<file path="src/rtl/lbf_pkg.sv">
package lbf_pkg;
  localparam int INSTR_W = 16;
  localparam int OPC_W   = 8;
  localparam int OFS_W   = INSTR_W - OPC_W;
  localparam logic [OPC_W-1:0] OPC_JUMP = 8'hC0;

  // registered stages behind fetch
  localparam int N_STAGE = 4;
  localparam int ST_ID   = 0;
  localparam int ST_EX   = 1;
  localparam int ST_MEM  = 2;
  localparam int ST_WB   = 3;

  typedef struct packed {
    logic loadTarget;  // jump in EX: capture adder result
    logic takeTarget;  // jump in MEM: steer next-PC mux
  } strobes_t;
endpackage

</file>
<file path="src/rtl/lbf_ctrl.sv">
module lbf_ctrl
  import lbf_pkg::*;
(
  input  logic             clk,
  input  logic             rst,
  input  logic [OPC_W-1:0] idOpcode,
  output strobes_t         strobes,
  output logic             retireValid
);
  logic [N_STAGE-1:0] validQ;
  logic jumpExQ;
  logic jumpMemQ;
  logic idJump;

  assign idJump = validQ[ST_ID] && (idOpcode == OPC_JUMP);

  always_ff @(posedge clk) begin
    if (rst) begin
      validQ   <= '0;
      jumpExQ  <= 1'b0;
      jumpMemQ <= 1'b0;
    end else begin
      validQ   <= {validQ[N_STAGE-2:0], 1'b1};
      jumpExQ  <= idJump;
      jumpMemQ <= jumpExQ;
    end
  end

  assign strobes.loadTarget = jumpExQ;
  assign strobes.takeTarget = jumpMemQ;
  assign retireValid        = validQ[ST_WB];
endmodule

</file>
<file path="src/rtl/lbf_datapath.sv">
module lbf_datapath
  import lbf_pkg::*;
#(
  parameter int PC_W    = 8,
  parameter int PC_STEP = 2
) (
  input  logic               clk,
  input  logic               rst,
  input  strobes_t           strobes,
  input  logic [INSTR_W-1:0] imemData,
  output logic [PC_W-1:0]    imemAddr,
  output logic [OPC_W-1:0]   idOpcode,
  output logic [PC_W-1:0]    memTarget,
  output logic [PC_W-1:0]    retirePc,
  output logic [INSTR_W-1:0] retireInstr
);
  logic [PC_W-1:0] pcQ;
  logic [PC_W-1:0] pcNext;
  logic [N_STAGE-1:0][PC_W-1:0]    stPc;
  logic [N_STAGE-1:0][INSTR_W-1:0] stIr;
  logic [PC_W-1:0] opBaseQ;
  logic [PC_W-1:0] opOfsQ;
  logic [PC_W-1:0] aluOutQ;
  logic [PC_W-1:0] targetSum;

  // next-PC mux: registered target while a jump is in MEM
  assign pcNext = strobes.takeTarget ? aluOutQ : pcQ + PC_W'(PC_STEP);

  always_ff @(posedge clk) begin
    if (rst) pcQ <= '0;
    else     pcQ <= pcNext;
  end

  // instruction and address travel together through every stage
  always_ff @(posedge clk) begin
    if (rst) begin
      stPc <= '0;
      stIr <= '0;
    end else begin
      stPc[ST_ID] <= pcQ;
      stIr[ST_ID] <= imemData;
      for (int s = 1; s < N_STAGE; s++) begin
        stPc[s] <= stPc[s-1];
        stIr[s] <= stIr[s-1];
      end
    end
  end

  // decode-stage operand capture: own PC and zero-extended displacement
  always_ff @(posedge clk) begin
    if (rst) begin
      opBaseQ <= '0;
      opOfsQ  <= '0;
    end else begin
      opBaseQ <= stPc[ST_ID];
      opOfsQ  <= PC_W'(stIr[ST_ID][OFS_W-1:0]);
    end
  end

  assign targetSum = opBaseQ + opOfsQ;

  // ALU-output register, written only for a jump in EX
  always_ff @(posedge clk) begin
    if (rst)                     aluOutQ <= '0;
    else if (strobes.loadTarget) aluOutQ <= targetSum;
  end

  assign imemAddr    = pcQ;
  assign idOpcode    = stIr[ST_ID][INSTR_W-1:OFS_W];
  assign memTarget   = aluOutQ;
  assign retirePc    = stPc[ST_WB];
  assign retireInstr = stIr[ST_WB];
endmodule

</file>
<file path="src/rtl/lbf_top.sv">
module lbf_top
  import lbf_pkg::*;
#(
  parameter int PC_W = 8
) (
  input  logic               clk,
  input  logic               rst,
  output logic [PC_W-1:0]    imemAddr,
  input  logic [INSTR_W-1:0] imemData,
  output logic               retireValid,
  output logic [PC_W-1:0]    retirePc,
  output logic [INSTR_W-1:0] retireInstr
);
  strobes_t        strobes;
  logic [OPC_W-1:0] idOpcode;
  logic [PC_W-1:0]  memTarget;

  lbf_ctrl ctrl_i (
    .clk         (clk),
    .rst         (rst),
    .idOpcode    (idOpcode),
    .strobes     (strobes),
    .retireValid (retireValid)
  );

  lbf_datapath #(.PC_W(PC_W), .PC_STEP(2)) dp_i (
    .clk         (clk),
    .rst         (rst),
    .strobes     (strobes),
    .imemData    (imemData),
    .imemAddr    (imemAddr),
    .idOpcode    (idOpcode),
    .memTarget   (memTarget),
    .retirePc    (retirePc),
    .retireInstr (retireInstr)
  );
endmodule

</file>
<file path="config.mk">
export PLATFORM = sky130hd
export DESIGN_NAME = lbf_top
export DESIGN_NICKNAME = d
export VERILOG_FILES = /design/src/rtl/lbf_pkg.sv /design/src/rtl/lbf_ctrl.sv /design/src/rtl/lbf_datapath.sv /design/src/rtl/lbf_top.sv
export SDC_FILE = /design/constraint.sdc
export NUM_CORES = 1
export LEC_CHECK = 0
export CAP_MARGIN = 0
export CORE_ASPECT_RATIO = 0.5
export CORE_UTILIZATION = 45
export CTS_BUF_LIST = sky130_fd_sc_hd__clkbuf_16
export CTS_CLUSTER_DIAMETER = 200
export DETAILED_ROUTE_END_ITERATION = 8
export PLACE_DENSITY = 0.7
export SETUP_SLACK_MARGIN = 0.15
export SLEW_MARGIN = 25
export SYNTH_ARGS = -nofsm -noshare
export SYNTH_HDL_FRONTEND = slang
export SYNTH_SLANG_ARGS = --single-unit
</file>
<file path="constraint.sdc">
create_clock -name clk -period 1.65 [get_ports clk]
set_input_delay 0.4125 -clock clk [delete_from_list [all_inputs] [get_ports clk]]
set_output_delay 0.4125 -clock clk [all_outputs]
set_load 0.01 [all_outputs]
</file>
==> Word-level counts from Yosys, hierarchy flattened <==
Index checks and enable logic that the tools add are counted.
{ "classes": {"n_addsub": 2, "n_eq_ne": 1, "n_mux": 2, "reduce_logical": 1} }
{ "op_table": {"columns": ["cell", "count"], "rows": [
  ["8-bit by 2-bit adder with 8-bit output (second input constant)", 1],
  ["8-bit adder", 1],
  ["8-bit == test (second input constant)", 1],
  ["8-bit two-way mux", 1],
  ["1-bit logical AND", 1],
  ["1-bit two-way mux", 1]
]} }
{ "word_totals": {"ff_bits": 126, "input_bits": 18, "output_inout_bits": 33, "word_cells": 21} }

==> Logic depth before layout (Yosys ltp) <==
{ "logic_depth": {"word_depth": 2, "mapped_depth": 7, "mapped_depth_nobuf": 7} }

==> Modules after synthesis <==
Synthesis repeated with hierarchy kept, for this count alone.
{ "unflattened": {"cells_unflattened": 365, "hier_area_um2": 4023.9} }
{ "by_module_without_submodules": {"columns": ["module", "instances", "cells_each", "area_per_inst_um2", "seq_area_each_um2"], "rows": [
  ["lbf_datapath", 1, 349, 3823.7, 2242.2],
  ["lbf_ctrl", 1, 16, 200.2, 120.1]
]} }

==> Worst setup path before layout <==
OpenSTA, ideal clock, no wires.
{ "synth_path": {"path_type": "flip-flop to flip-flop", "from": "register dp_i.opOfsQ[1]", "to": "register dp_i.aluOutQ[7], in the netlist dp_i.memTarget[7]", "t_arrival_ns": 1.436, "slack_ns": 0.094, "stages_incl_launch_ff": 6, "n_path_buf": 0, "cell_sequence": "dfxtp_1 ha_1 a211o_1 a2111oi_4 o21a_2 nor3_2"} }
{ "synth_between": {"elab_chain_len": 1} }
{ "synth_rtl": {"columns": ["element", "line_no", "source"], "rows": [
  ["start: declaration", "lbf_datapath.sv:22", "logic [PC_W-1:0] opOfsQ;"],
  ["start signal: assignment", "lbf_datapath.sv:56", "opOfsQ <= PC_W'(stIr[ST_ID][OFS_W-1:0]);"],
  ["8-bit adder", "lbf_datapath.sv:60", "assign targetSum = opBaseQ + opOfsQ;"],
  ["end signal: assignment", "lbf_datapath.sv:65", "else if (strobes.loadTarget) aluOutQ <= targetSum;"],
  ["end: declaration", "lbf_datapath.sv:23", "logic [PC_W-1:0] aluOutQ;"]
]} }
Every way passes these cells.
A chain may end at the register's enable or synchronous reset.

==> Worst setup path after layout <==
{ "layout_path": {"from": "register dp_i.opBaseQ[0]", "to": "register dp_i.aluOutQ[7], in the netlist dp_i.memTarget[7]"} }
{ "layout_between": {"elab_chain_len": 1} }
{ "layout_rtl": {"columns": ["element", "line_no", "source"], "rows": [
  ["start: declaration", "lbf_datapath.sv:21", "logic [PC_W-1:0] opBaseQ;"],
  ["start signal: assignment", "lbf_datapath.sv:55", "opBaseQ <= stPc[ST_ID];"],
  ["8-bit adder", "lbf_datapath.sv:60", null]
]} }
Every way passes these cells.

==> out/metrics.cfg <==
[status]
outcome = finished, violations left
violations = negative setup slack

[critical_path]
regToRegSetupSlack_ns = -0.04
r2r_cells = 6
end_kind = register
timing.rr.end = dp_i.memTarget[7]$_SDFFE_PP0P_
crit_arrival_ns = 1.98
cp_max_fo = 2
rr_startpoint = dp_i.opBaseQ[0]$_SDFF_PP0_
critPathLaunchType = register
crit_type = register to register
worst_ep_required_time_ns = 1.94

[layout]
diodes = 0
multi_input_area_um2 = 1410
synthToLayoutAreaGrowth_pct = 28.2
drive_gt1_frac = 0.172
fin_util = 0.611
layout_commonest_cell = dfxtp_1
final_nets = 423
fillers = 651
regArea_um2 = 2370
final_cell_mix = dfxtp_1 (109), nor2b_1 (99), dlygate4sd2_1 (28)

[timing]
fmax_mhz = 591
setup_ws_ns = -0.0427
fin_crit_ns = 1.69
slew_viol_final = 0
relSlewSlack = 0.749
finalClockSkew_ns = 0.00793
hold_viol = 0
rsz0062_at_grt = yes
setup_viol = 2
tightest_slew_ns = 0.373
period_share = 1.03

[power_and_ir_drop]
ir_drop_mv = 0.833
p_per_area_nw_per_um2 = 1280
total_power_mw = 6.41
leakage_nw = 2.12

[placed_design]
place_congestion = 0.838
dp_hpwl_mm = 4.24
port_buffers = 50

[die]
start_util = 0.476
die_area_um2 = 9110
fp.dieW_um = 134
fp.coreArea_um2 = 8230
rows = 23
die_h_um = 68.0
io_pins = 51

[synth]
synth_nets = 382
ys_seq_area_frac = 0.603
synth_cells = 355
ys_types = 40
synth_area_um2 = 3920
async_flop_share = 0
synth.area.mux_share = 0.0102
yosys.area_share.simple = 0.215
synth-seq-cells = 118
yosys_warnings = 0
synth_top_family_by_area = simple AND/OR/NAND/NOR gates
synth_ff_type = dfxtp_1
yosys.area_share.adder = 0.0307
synth_area_per_cell_um2 = 11.0
synth_compound_area_frac = 0.0584
synth_edf_count = 0
yosys.area_share.xor_xnor = 0.0156

[cts]
max-clock-path-buffers = 2
cts_tree = done
cts-root-buf = clkbuf_16
cts-buffers-inserted = 17
clock_latency_ns = 0.41
path_clk_slew_ns = 0.05
cts_sinks = 118
htreeDepth = 4

[global_routing]
grt_overflow = 0
grt_max_degree = 40
grt_util_all_layers = 0.162
grt_pass1_vias = 2341
grt_pass1_wl_mm = 10.7
grt_antenna_before_repair = 0

[routing]
final_antenna_net_count = 0
vias = 2431
routed_via_density = 4.68
drtIter0Drc = 234
drc = 0
wl_per_cell_um = 13.6
firstDrtPassIters = 4
wirelength_mm = 7.03

[hold_path]
hold_path_class = input pin to register
min_to = dp_i.retireInstr[2]$_SDFF_PP0_
hold_depth = 2
hp-start = rst

[run]
drv_cap = 0

power breakdown:
part	switching [mW]	internal (mW)	total, mW
Combinational	0.110	0.123	0.233
Sequential	0.0298	2.93	2.96
Clock	1.21	2.01	3.22
Total	1.35	5.06	6.41
metrics by stage:
stage	hold slack [ns]	instance area, um2	instances	setup WS, ns	TNS, ns
detailed placement	0.411	4360	483	-0.0559	-0.0559
global route	0.288	5020	519	-0.0513	-0.0997
global placement	0.409	4360	483	0.0412	0
floorplan	0.388	3920	355	0.0944	0
CTS	0.282	4940	518	-0.0577	-0.0577
finish	0.293	5020	519	-0.0427	-0.0434
cell usage after synthesis (4+ instances only):
master,n,area (um2)
dfxtp_1,118,2360
nor2b_1,99,619
buf_4,24,180
nor2_1,15,56.3
clkbuf_1,11,41.3
ha_1,8,100
nand2_1,7,26.3
nand3_1,7,35.0
inv_1,6,22.5
a211oi_1,5,37.5
xor2_1,5,43.8
a21oi_1,4,20.0
mux2i_1,4,40.0
o21a_1,4,30.0
sequential cells by signal, indices dropped and copies added, names as in the netlist:
| signal | flops |
|---|---|
| ctrl_i.jumpExQ | 1 |
| ctrl_i.jumpMemQ | 1 |
| ctrl_i.validQ | 4 |
| dp_i.idOpcode | 8 |
| dp_i.imemAddr | 8 |
| dp_i.memTarget | 8 |
| dp_i.opBaseQ | 8 |
| dp_i.opOfsQ | 7 |
| dp_i.retireInstr | 16 |
| dp_i.retirePc | 8 |
| dp_i.stIr | 33 |
| dp_i.stPc | 16 |
per-layer routing:
| layer | share of wire | wire [um] | GRT usage | vias to the layer above |
|---|---|---|---|---|
| met1 | 0.44 | 3080 | 0.178 | 1102 |
| li1 | - | - | - | 1206 |
| met4 | 0.037 | 257 | 0.121 | 0 |
| met2 | 0.46 | 3220 | 0.256 | 94 |
| met3 | 0.067 | 471 | 0.0719 | 29 |
| met5 | 0 | 0 | 0 | - |
logic make-up after synthesis:
| family | after synthesis |
|---|---|
| AND/OR/NAND/NOR | 143 |
| adder cells (fa/ha/maj) | 9 |
| multiplexers | 4 |
| AO/OA/AOI/OAI | 28 |
| XOR/XNOR | 7 |
| buffers and inverters | 46 |
| flip-flops | 118 |
worst max-delay path, cell delays in order, from the launching register on:
cell and delay (ns):
dfxtp_2 0.33, ha_4 0.16, buf_6 0.11, a211o_4 0.34, a2111oi_4 0.40, o21a_2 0.20, nor3_2 0.04
cell type report:
type	count	area share
Clock buffer	17	0.0847
Multi-Input combinational cell	191	0.281
Tap cell	112	0.0279
Inverter	7	0.00523
Sequential cell	118	0.472
Clock inverter	13	0.0187
Timing Repair Buffer	61	0.111
what timing repair did:
item                                   4_1_cts  5_1_grt
setup endpoints to repair                   37       11
resized for setup                           52       18
setup buffers                                5        1
cloned                                       0        0
endpoints found under the hold margin        0        0
pin swaps                                   12       11
hold buffers                                 0        0
worst max-delay path by stage:
stage                                      to  depth (start not counted)  slack [ns]                       start
2_1_floorplan  dp_i.memTarget[7]$_SDFFE_PP0P_                          5        0.09   dp_i.opOfsQ[1]$_SDFF_PP0_
3_3_place_gp   dp_i.memTarget[7]$_SDFFE_PP0P_                          5        0.04   dp_i.opOfsQ[1]$_SDFF_PP0_
3_5_place_dp   dp_i.memTarget[7]$_SDFFE_PP0P_                          5       -0.06   dp_i.opOfsQ[1]$_SDFF_PP0_
4_1_cts        dp_i.memTarget[7]$_SDFFE_PP0P_                          5       -0.06  dp_i.opBaseQ[1]$_SDFF_PP0_
5_1_grt        dp_i.memTarget[6]$_SDFFE_PP0P_                          8       -0.05  dp_i.opBaseQ[0]$_SDFF_PP0_
6_report       dp_i.memTarget[7]$_SDFFE_PP0P_                          6       -0.04  dp_i.opBaseQ[0]$_SDFF_PP0_
(Power assumes the default switching activity.)
